## config.mk

```make
export PLATFORM = sky130hd
export DESIGN_NAME = ide_irq_gate
export DESIGN_NICKNAME = d
export VERILOG_FILES = /design/src/rtl/ide_irq_pkg.sv /design/src/rtl/ide_irq_sync.sv /design/src/rtl/ide_irq_chan.sv /design/src/rtl/ide_irq_gate.sv
export SDC_FILE = /design/constraint.sdc
export NUM_CORES = 1
export LEC_CHECK = 0
export ABC_AREA = 1
export BUFFER_PORTS_ARGS = -buffer_cell sky130_fd_sc_hd__buf_2
export CAP_MARGIN = 5
export CORE_MARGIN = 1
export CORE_UTILIZATION = 44
export CTS_CLUSTER_DIAMETER = 100
export DETAILED_ROUTE_END_ITERATION = 8
export PLACE_DENSITY = 0.83
export SLEW_MARGIN = 20
export SYNTH_ARGS = -nofsm -noshare
export SYNTH_HDL_FRONTEND = slang
export SYNTH_SLANG_ARGS = --single-unit
```

## constraint.sdc

```tcl
create_clock -name clk -period 1.7 [get_ports clk]
set_input_delay 0.255 -clock clk [delete_from_list [all_inputs] [get_ports clk]]
set_output_delay 0.255 -clock clk [all_outputs]
set_load 0.1 [all_outputs]
```

## src/rtl/ide_irq_pkg.sv

```systemverilog
package ide_irq_pkg;

    typedef enum logic {
        GATE_MASKED = 1'b0,
        GATE_ARMED  = 1'b1
    } gate_state_e;

    localparam int BUS_AW = 16;
    localparam int BUS_DW = 8;

endpackage

```

## src/rtl/ide_irq_sync.sv

```systemverilog
module ide_irq_sync (
    input  logic clk,
    input  logic rst_n,
    input  logic d_async,
    output logic q_sync
);

    logic stage1;

    always_ff @(posedge clk) begin
        if (!rst_n) begin
            stage1 <= 1'b0;
            q_sync <= 1'b0;
        end else begin
            stage1 <= d_async;
            q_sync <= stage1;
        end
    end

    AST_SYNC_LAG: assert property (@(posedge clk) disable iff (!rst_n)
        $rose(q_sync) |-> $past(d_async, 2));

endmodule

```

## src/rtl/ide_irq_chan.sv

```systemverilog
module ide_irq_chan
    import ide_irq_pkg::*;
#(
    parameter int               AW       = BUS_AW,
    parameter logic [AW-1:0]    GATE_ADR = '0
) (
    input  logic          clk,
    input  logic          rst_n,
    input  logic [AW-1:0] bus_addr,
    input  logic          bus_rd,
    input  logic          bus_wr,
    input  logic          stat_in,
    output logic          armed,
    output logic          irq_out
);

    gate_state_e state_q, state_d;
    logic        hit;

    assign hit = (bus_addr == GATE_ADR);

    always_comb begin
        state_d = state_q;
        unique case (state_q)
            GATE_MASKED: if (hit && bus_wr)      state_d = GATE_ARMED;
            GATE_ARMED:  if (hit && bus_wr)      state_d = GATE_ARMED;
                         else if (hit && bus_rd) state_d = GATE_MASKED;
            default:     state_d = GATE_MASKED;
        endcase
    end

    always_ff @(posedge clk) begin
        if (!rst_n) state_q <= GATE_MASKED;
        else        state_q <= state_d;
    end

    always_comb begin
        armed   = (state_q == GATE_ARMED);
        irq_out = armed && stat_in;
    end

    AST_ARM_ON_WRITE: assert property (@(posedge clk) disable iff (!rst_n)
        (hit && bus_wr) |=> armed);
    AST_DISARM_ON_READ: assert property (@(posedge clk) disable iff (!rst_n)
        (hit && bus_rd && !bus_wr) |=> !armed);
    AST_HOLD_OTHERWISE: assert property (@(posedge clk) disable iff (!rst_n)
        !(hit && (bus_rd || bus_wr)) |=> $stable(armed));

endmodule

```

## src/rtl/ide_irq_gate.sv

```systemverilog
module ide_irq_gate
    import ide_irq_pkg::*;
#(
    parameter int             N_CH      = 2,
    parameter logic [15:0]    GATE_BASE = 16'h2200,
    parameter logic [15:0]    CH_STRIDE = 16'h1000,
    parameter logic [15:0]    STAT_OFS  = 16'h0090,
    parameter logic [15:0]    ID_BASE   = 16'h2280,
    parameter int             ID_STEP   = 4,
    parameter int             ID_BITS   = 4,
    parameter logic [3:0]     CARD_ID   = 4'd3,
    parameter logic [15:0]    ROUTE_ADR = 16'h0000
) (
    input  logic              clk,
    input  logic              rst_n,
    input  logic [15:0]       bus_addr,
    input  logic              bus_rd,
    input  logic              bus_wr,
    input  logic [7:0]        bus_wdata,
    output logic [7:0]        bus_rdata,
    input  logic [N_CH-1:0]   drv_irq,
    output logic              host_irq,
    output logic              dma_ch2_sel,
    output logic              xreg_en
);

    localparam int SEL_BIT = 0;
    localparam int XREG_BIT = 5;

    logic [N_CH-1:0] stat_s;
    logic [N_CH-1:0] armed_s;
    logic [N_CH-1:0] irq_s;

    for (genvar c = 0; c < N_CH; c++) begin : g_ch
        localparam logic [15:0] GADR = GATE_BASE + 16'(c) * CH_STRIDE;

        ide_irq_sync u_sync (
            .clk     (clk),
            .rst_n   (rst_n),
            .d_async (drv_irq[c]),
            .q_sync  (stat_s[c])
        );

        ide_irq_chan #(.AW(BUS_AW), .GATE_ADR(GADR)) u_chan (
            .clk      (clk),
            .rst_n    (rst_n),
            .bus_addr (bus_addr),
            .bus_rd   (bus_rd),
            .bus_wr   (bus_wr),
            .stat_in  (stat_s[c]),
            .armed    (armed_s[c]),
            .irq_out  (irq_s[c])
        );
    end

    assign host_irq = |irq_s;

    // routing register
    always_ff @(posedge clk) begin
        if (!rst_n) begin
            dma_ch2_sel <= 1'b0;
            xreg_en     <= 1'b0;
        end else if (bus_wr && bus_addr == ROUTE_ADR) begin
            dma_ch2_sel <= bus_wdata[SEL_BIT];
            xreg_en     <= bus_wdata[XREG_BIT];
        end
    end

    // read decode
    always_comb begin
        bus_rdata = '0;
        if (bus_rd) begin
            if (bus_addr == ROUTE_ADR) begin
                bus_rdata[SEL_BIT]  = dma_ch2_sel;
                bus_rdata[XREG_BIT] = xreg_en;
            end
            for (int c = 0; c < N_CH; c++) begin
                if (bus_addr == GATE_BASE + 16'(c) * CH_STRIDE + STAT_OFS)
                    bus_rdata[0] = stat_s[c];
            end
            for (int k = 0; k < ID_BITS; k++) begin
                if (bus_addr == ID_BASE + 16'(k * ID_STEP))
                    bus_rdata[0] = CARD_ID[k];
            end
        end
    end

    AST_ROUTE_CAPTURE: assert property (@(posedge clk) disable iff (!rst_n)
        (bus_wr && bus_addr == ROUTE_ADR) |=>
        (dma_ch2_sel == $past(bus_wdata[SEL_BIT]) && xreg_en == $past(bus_wdata[XREG_BIT])));
    AST_ROUTE_HOLD: assert property (@(posedge clk) disable iff (!rst_n)
        !(bus_wr && bus_addr == ROUTE_ADR) |=> ($stable(dma_ch2_sel) && $stable(xreg_en)));
    AST_HOST_NEEDS_ARM: assert property (@(posedge clk) disable iff (!rst_n)
        (armed_s == '0) |-> !host_irq);
    AST_RDATA_IDLE: assert property (@(posedge clk) disable iff (!rst_n)
        !bus_rd |-> (bus_rdata == 8'h00));

endmodule

```

Word level (Yosys, flattened, before mapping)
Cells that the tools add are included.
{"block": "totals", "out_inout_bits": 11, "elab_cells": 45, "inputBits": 30, "reg_bits": 8}
{"block": "classes", "n_eq_ne": 8, "reduce_logical": 9, "bitwise_logic": 2, "mux": 18}
{"op": "equality test 16 x 14 -> 1 bit (second input constant)", "count": 8}
{"op": "zero test 16 bit", "count": 1}
{"op": "two-way mux 1 bit", "count": 16}
{"op": "logical AND 1 bit", "count": 7}
{"op": "one-hot mux 1 bit (2 select lines)", "count": 2}
{"op": "inverter 1 bit", "count": 2}
{"op": "OR reduction 2 bit", "count": 1}

Logic depth before layout (Yosys ltp)
Gate-level depths: netlist (run 1).
{"block": "logic_depth", "word_depth": 9, "mapped_depth": 8, "mapped_depth_nobuf": 8}

Hierarchy
From an unflattened synthesis (run 1), not the netlist that was laid out.
{"block": "unflattened", "cells_unflattened": 124, "hier_area_um2": 724.4}
{"module": "ide_irq_gate", "instances": 1, "seq_area_each_um2": 40.0, "area_each_um2": 369.1, "cells_per_inst": 64}
{"module": "ide_irq_chan at g_ch[0].u_chan", "instances": 1, "seq_area_each_um2": 20.0, "area_each_um2": 123.9, "cells_per_inst": 24}
{"module": "ide_irq_chan at g_ch[1].u_chan", "instances": 1, "seq_area_each_um2": 20.0, "area_each_um2": 121.4, "cells_per_inst": 24}
{"module": "ide_irq_sync", "instances": 2, "seq_area_each_um2": 40.0, "area_each_um2": 55.1, "cells_per_inst": 6}

Worst setup path after synthesis (run 1)
OpenSTA, ideal clock, no wires.
{"block": "synth_path", "path_kind": "flip-flop to output port", "from": "register xreg_en", "to": "output port bus_rdata[5]", "path_slack_ns": -0.901, "required_ns": 1.445, "path_stages_with_launch": 3, "arrival_time_ns": 2.346, "path_buffers": 0, "cell_sequence": "dfxtp_1 nand2_1 nor2_1"}
{"block": "synth_between", "elab_chain_cells": 2}
{"element": "start: declaration", "line": "ide_irq_gate.sv:24", "rtl": "output logic xreg_en"}
{"element": "start signal: assignment", "line": "ide_irq_gate.sv:65", "rtl": "xreg_en <= bus_wdata[XREG_BIT];"}
{"element": "two-way mux 1 bit", "line": "ide_irq_gate.sv:73", "rtl": "if (bus_addr == ROUTE_ADR) begin"}
{"element": "two-way mux 1 bit", "line": "ide_irq_gate.sv:72", "rtl": "if (bus_rd) begin"}
{"element": "end: declaration", "line": "ide_irq_gate.sv:20", "rtl": "output logic [7:0] bus_rdata,"}
Every way passes these cells.

Final worst setup path (run 1)
{"block": "layout_path", "from": "input port bus_addr[14]", "to": "output port bus_rdata[0]"}
{"block": "layout_between", "elab_chain_cells": 9, "word_cells_on_any_way": 15, "cone_classes": "eq/ne (6); mux (8); reduce/logical (1)"}
{"element": "start: declaration", "line": "ide_irq_gate.sv:16", "rtl": "input logic [15:0] bus_addr,"}
{"element": "zero test 16 bit", "line": "ide_irq_gate.sv:73"}
{"element": "two-way mux 1 bit", "line": "ide_irq_gate.sv:73"}
{"element": "two-way mux 1 bit (2 in series)", "line": "ide_irq_gate.sv:78", "rtl": "if (bus_addr == GATE_BASE + 16'(c) * CH_STRIDE + STAT_OFS)"}
{"element": "two-way mux 1 bit (3 in series)", "line": "ide_irq_gate.sv:82", "rtl": "if (bus_addr == ID_BASE + 16'(k * ID_STEP))"}
{"element": "two-way mux 1 bit *", "line": "ide_irq_gate.sv:82"}
{"element": "two-way mux 1 bit *", "line": "ide_irq_gate.sv:72"}
Every way passes the cells marked *; elsewhere a longest branch is shown, timed or not.

==> metrics.csv, run 1 <==
stage,metric,value,unit
die,num_io_pins,41,
finish,num_antenna_cells,0,
die,die_x,39.8,µm
critical_path,critical_path_arrival,1.36,ns
synth,ys_seq_area_frac,0.254,
grt,grt.total_usage,0.173,
clocking,cts_tree,done,
critical_path,end_kind,output pin,
clocking,htree_num_levels,1,
clocking,path_clk_slew,0.06,ns
sta,skew,0.00819,ns
synth,synthCells,85,
sta,rsz0062_at_grt,no,
clocking,clock_latency,0.26,ns
die,fp.dieArea,1590,µm²
sta,fin_crit,1.62,ns
power_and_ir_drop,power_leakage,0.000428,µW
grt,grt_pass1_vias,484,
sta,final.period_utilization,0.952,
finish,n_fill_cell,116,
synth,synth_cell_types,23,
critical_path,critPathBufInv,2,
synth,synth.area.top_cells,"dfxtp_1 (25%), nand2_1 (11%), nor2_4 (11%)",
grt,grt_pass1_wl,1.78,mm
drt,firstDrtPassIters,4,
finish,multi_input_area,422,µm²
drt,drc,0,
drt,vias_per_cell,4.51,
finish,syn_to_final_growth,37.2,%
clocking,cts_made_buffers,3,
die,start_util,0.478,
critical_path,critPathMaxStageDelay,0.19,ns
synth,ys_warn_count,0,
drt,ant_nets,0,
sta,timing.fmax,0.618,GHz
synth,synth.top_cell.area_share,0.254,
sta,finalSetupTns,0,ns
finish,nets,150,
finish,drive_gt1_frac,0.487,
critical_path,critPathLaunchType,input port,
finish,regArea,165,µm²
finish,final_common_cell,buf_2,
sta,hold_slack,0.176,ns
grt,gr-total-overflow,0,
critical_path,critPathRequiredTime,1.44,ns
run,max_cap_violations,0,
grt,grt_max_degree,7,
power_and_ir_drop,powerDensity,550,nW/µm²
critical_path,crit_slowest_cell,buf_12,
drt,drtIter0Drc,3,
critical_path,cp_top_family,simple AND/OR/NAND/NOR gates,
clocking,cts_root_buf,clkbuf_4,
finish,final_cell_mix,"buf_2 (26), nand2_1 (18), inv_1 (8)",
hold_path,hold_class,in -> reg,
synth,syn_area,629,µm²
place,numPortBuffers,28,
die,die_h,39.8,µm
drt,wire_per_inst,8.72,µm
clocking,postCtsHoldBufs,0,
place,hpwl,1.00,mm
die,fp-row-count,13,
die,fp.coreArea,1320,µm²
synth,synth_top_area_cell,dfxtp_1,
critical_path,path_max_fanout,5,
critical_path,path_class,in -> out,
power_and_ir_drop,ir_drop,0.388,mV
synth,ys_ff_latch,8,
synth,synth.avg_cell_area,7.40,µm²
sta,hold_violations,0,
critical_path,path_cells,buf_2 -> nor2_4 -> nand3b_1 -> nor2_4 -> nand2_1 -> nand2_1 -> nand3_2 -> a21oi_4 -> buf_12,
drt,wl,1.17,mm
clocking,clock-sinks,8,
run_status,status,finished clean,
grt,antenna_found_initial,0,
sta,slew_viol_final,0,
drt,via_count,604,
place,gp_congestion,0.760,
sta,setup_viol,0,
clocking,clock_path_buffers,2,
worst min-delay path: stages:
cell,delay (ns)
buf_2,0.07
nand2_1,0.04
inv_1,0.04
cells by family (layout without fill, tap and decap cells):
group	after synthesis	after routing	share of synthesized area
and+or+nand+nor	54	54	0.547
buffers and inverters	16	45	0.133
other	1	6	0.00596
AOI/OAI and AO/OA	6	6	0.0596
DFF	8	8	0.254
path summary, 6_finish.rpt:
kind | end | slack [ns] | startpoint | cells after the start
max | bus_rdata[0] | 0.08 | bus_addr[14] | 9
min | g_ch[1].u_sync.stage1 | 0.18 | drv_irq[1] | 3
max reg2reg | dma_ch2_sel | 1.07 | dma_ch2_sel | 2
min reg2reg | g_ch[0].u_sync.q_sync | 0.41 | g_ch[0].u_sync.stage1 | 2
metrics by stage:
| stage | setup WS (ns) | instances | total power (µW) | area [µm²] | utilization |
|---|---|---|---|---|---|
| 2_1_floorplan | 0.0201 | 90 | 294 | 671 | - |
| 3_3_place_gp | 0.0910 | 129 | 321 | 830 | 0.630 |
| 3_5_place_dp | 0.0618 | 129 | 324 | 830 | 0.630 |
| 4_1_cts | 0.0589 | 133 | 483 | 856 | 0.650 |
| 5_1_grt | 0.00509 | 134 | 497 | 863 | 0.655 |
| 6_report | 0.0819 | 134 | 475 | 863 | 0.655 |
where the power goes:
part,internal (µW),switching (µW),leakage [µW]
combinational,31.4,96.2,0.000346
clock,89.8,65.3,0.0000150
sequential,191,1.54,0.0000666
flip-flops by register name, summed over array words and instances (netlist names):
name	cells
xreg_en	1
g_ch.u_sync.stage1	2
g_ch.u_sync.q_sync	2
dma_ch2_sel	1
g_ch.u_chan.armed	2
what timing repair did:
| action | CTS | global route |
|---|---|---|
| resized for setup | 0 | 0 |
| setup buffers | 0 | 1 |
| endpoints found under the setup margin | 0 | 1 |
cell type report:
type | instances | area share
sequential | 8 | 0.191
tap | 15 | 0.0217
clock buffer | 4 | 0.0304
timing repair buffer | 31 | 0.223
inverter | 10 | 0.0449
multi-input combinational | 66 | 0.488
cell usage after synthesis (all sizes together):
cell type / n
a21oi: 5
a22o: 1
and2: 1
buf: 6
clkinv: 1
conb: 1
dfxtp: 8
inv: 9
nand2: 22
nand3: 11
nand3b: 2
nand4: 1
nor2: 16
nor3: 1
per-layer routing:
| layer | up-vias | GRT usage | part of all wire | wire length, µm |
|---|---|---|---|---|
| met2 | 23 | 0.311 | 0.54 | 627 |
| met1 | 252 | 0.179 | 0.39 | 459 |
| met3 | 4 | 0.0341 | 0.054 | 63 |
| met4 | 0 | 0.103 | 0.016 | 19 |
| met5 | - | 0 | 0 | 0 |
| li1 | 325 | - | - | - |
Power figures use the tool's default switching activity.
==> inputs of run 2 (changes only) <==
Settings changed: ABC_AREA 1 to 0, CORE_AREA set to 2 2 39 41, CORE_MARGIN 1 to unset, CORE_UTILIZATION 44 to unset, CTS_CLUSTER_DIAMETER 100 to 40, DIE_AREA set to 0 0 41 43, PLACE_DENSITY 0.83 to 0.76.
==> metrics.csv, run 2 <==
stage,metric,value,unit,change
critical_path,path_class,in -> out,,
synth,synthCells,54,,-36%
power_and_ir_drop,power_leakage,0.000306,µW,-28%
die,die_x,41,µm,+3.0%
sta,skew,0.00266,ns,-0.00553 ns
grt,gr-total-overflow,0,,unchanged
clocking,ctsResizeCount,0,,unchanged
synth,synth.area.top_cells,"dfxtp_1 (34%), buf_4 (9.4%), nand2_1 (5.5%)",,
critical_path,critical_path_arrival,1.38,ns,+0.02 ns
clocking,postCtsHoldBufs,0,,unchanged
clocking,cts_root_buf,clkbuf_4,,
finish,regArea,163,µm²,-1.5%
drt,firstDrtPassIters,4,,unchanged
critical_path,critPathBufInv,2,,unchanged
grt,busiest_layer,met2,,
die,fp.dieArea,1760,µm²,+11%
die,start_util,0.344,,-0.133
place,placed_cells,96,,-26%
run,max_cap_violations,0,,unchanged
die,num_io_pins,41,,unchanged
grt,grt_pass1_vias,432,,-11%
synth,ys_ff_latch,8,,unchanged
critical_path,critPathRequiredTime,1.44,ns,about the same
drt,wire_per_inst,11.3,µm,+30%
die,fp.coreArea,1380,µm²,+5.0%
finish,num_antenna_cells,0,,unchanged
critical_path,path_cells,buf_2 -> nor3_1 -> nand4_1 -> nor2_4 -> buf_12,,
drt,drc,0,,unchanged
grt,grt_pass1_wl,1.71,mm,-3.9%
hold_path,min_from,drv_irq[0],,
critical_path,path_max_fanout,3,,-2
synth,ys_seq_area_frac,0.336,,+0.0815
critical_path,rrSetupSlack,1.07,ns,about the same
hold_path,hold_class,in -> reg,,
finish,post-route-util,0.492,,-0.163
clocking,clock_latency,0.25,ns,about the same
grt,use_met3,0.0628,,+0.0287
critical_path,rr_worst_depth,2,,unchanged
finish,n_fill_cell,145,,+25%
synth,synth.avg_cell_area,8.83,µm²,+19%
finish,finalNonFillerCells,99,,-26%
drt,ant_nets,0,,unchanged
grt,grt.met1_usage,0.157,,-0.0222
synth,ys.flop_type,dfxtp_1,,
clocking,cts_made_buffers,3,,unchanged
sta,setup_viol,0,,unchanged
sta,timing.fmax,0.612,GHz,-0.94%
grt,grt.total_usage,0.145,,-0.0272
synth,synth_async_sr_flop_share,0,,unchanged
synth,synth_edf_count,0,,unchanged
sta,slew_viol_final,0,,unchanged
critical_path,end_kind,output pin,,
critical_path,r2r_end,g_ch[1].u_chan.armed,,
sta,rsz0062_at_grt,no,,
drt,via_count,489,,-19%
finish,final_cell_mix,"buf_2 (26), nand2_1 (7), conb_1 (6), dfxtp_1 (6)",,
clocking,clock-sinks,8,,unchanged
critical_path,cp_top_family,simple AND/OR/NAND/NOR gates,,
power_and_ir_drop,ir_drop,0.396,mV,+2.1%
sta,final.period_utilization,0.961,,+0.00905
finish,drive_gt1_frac,0.494,,+0.00658
hold_path,hold_depth,2,,-1
finish,nets,115,,-23%
place,numPortBuffers,28,,unchanged
clocking,cts_setup_buffers,0,,unchanged
synth,synth_cell_types,25,,+8.7%
clocking,htree_num_levels,1,,unchanged
drt,drtIter0Drc,11,,+8
critical_path,critPathMaxStageDelay,0.37,ns,+0.18 ns
synth,ys_warn_count,0,,unchanged
critical_path,crit-reg2reg-launch,g_ch[1].u_chan.armed,,
synth,synth.most_common_cell,dfxtp_1,,
grt,antenna_found_initial,0,,unchanged
drt,wl,1.12,mm,-4.2%
grt,grt_max_degree,12,,+5
finish,multi_input_area,305,µm²,-28%
finish,final_common_cell,buf_2,,
hold_path,min_to,g_ch[0].u_sync.stage1,,
critical_path,critPathLaunchType,input port,,
critical_path,crit_slowest_cell,nor3_1,,
grt,use_met2,0.244,,-0.0677
synth,syn_area,477,µm²,-24%
sta,hold_violations,0,,unchanged
die,fp-row-count,14,,+1
clocking,clock_path_buffers,2,,unchanged
clocking,path_clk_slew,0.05,ns,about the same
synth,synth.top_cell.area_share,0.336,,+0.0815
synth,synth_top_area_cell,dfxtp_1,,
finish,syn_to_final_growth,42.8,%,
synth,ys_top_cells_by_count,"dfxtp_1 (8), nand2_1 (7), buf_4 (6)",,
place,gp_congestion,0.639,,-16%
clocking,cts_tree,done,,
die,die_h,43,µm,+8.0%
power_and_ir_drop,powerDensity,658,nW/µm²,+20%
drt,vias_per_cell,4.94,,+9.6%
run_status,status,finished clean,,
sta,fin_crit,1.63,ns,+0.0154 ns
run 2: metal layers:
metal  part of all wire  vias up
met5                  0        -
met3              0.083        0
met1               0.38      228
li1                   -      240
met4                  0        0
met2               0.54       21
run 2: cells by family after synthesis:
family | Yosys count | share of synthesized area
AND/OR/NAND/NOR | 29 | 0.409
buffers and inverters | 7 | 0.102
other | 1 | 0.00787
flip-flops | 8 | 0.336
AO/OA/AOI/OAI | 7 | 0.102
multiplexers | 2 | 0.0420
run 2: stage by stage:
step / cell area (µm²) / power (µW) / hold slack (ns) / setup TNS (ns) / worst slack (ns)
finish: 681 / 448 / 0.210 / 0 / 0.0665
global route: 681 / 474 / 0.210 / 0 / 0.00460
CTS: 681 / 452 / 0.205 / 0 / 0.0824
detailed placement: 658 / 310 / 0.423 / 0 / 0.0924
global placement: 658 / 307 / 0.415 / 0 / 0.141
floorplan: 517 / 283 / 0.382 / -0.0371 / -0.0371
run 2: power breakdown:
part / internal [µW] / switching (µW) / total, µW
Combinational: 28.6 / 84.5 / 113
Clock: 80.5 / 60.4 / 141
Sequential: 192 / 1.34 / 194
Total: 301 / 146 / 448
run 2: worst register-to-register path: cells and delay by family, from the launching register on:
kind,cells,cell delay (ns)
compound gates,2,0.24
flops,1,0.32
run 2: cell type report:
cell class	count	share of cell area
Sequential cell	8	0.239
Multi-Input combinational cell	44	0.449
Clock buffer	3	0.0331
Timing Repair Buffer	28	0.250
Tap cell	16	0.0294
run 2: worst max path at each step:
stage | from | endpoint | slack (ns) | depth (start not counted)
5_1_grt | g_ch[0].u_sync.q_sync | bus_rdata[0] | 0.005 | 5
3_3_place_gp | bus_addr[4] | bus_rdata[5] | 0.14 | 5
6_report | bus_addr[4] | bus_rdata[5] | 0.07 | 5
2_1_floorplan | dma_ch2_sel | bus_rdata[0] | -0.04 | 2
4_1_cts | g_ch[0].u_sync.q_sync | bus_rdata[0] | 0.08 | 5
3_5_place_dp | bus_addr[4] | bus_rdata[5] | 0.09 | 5
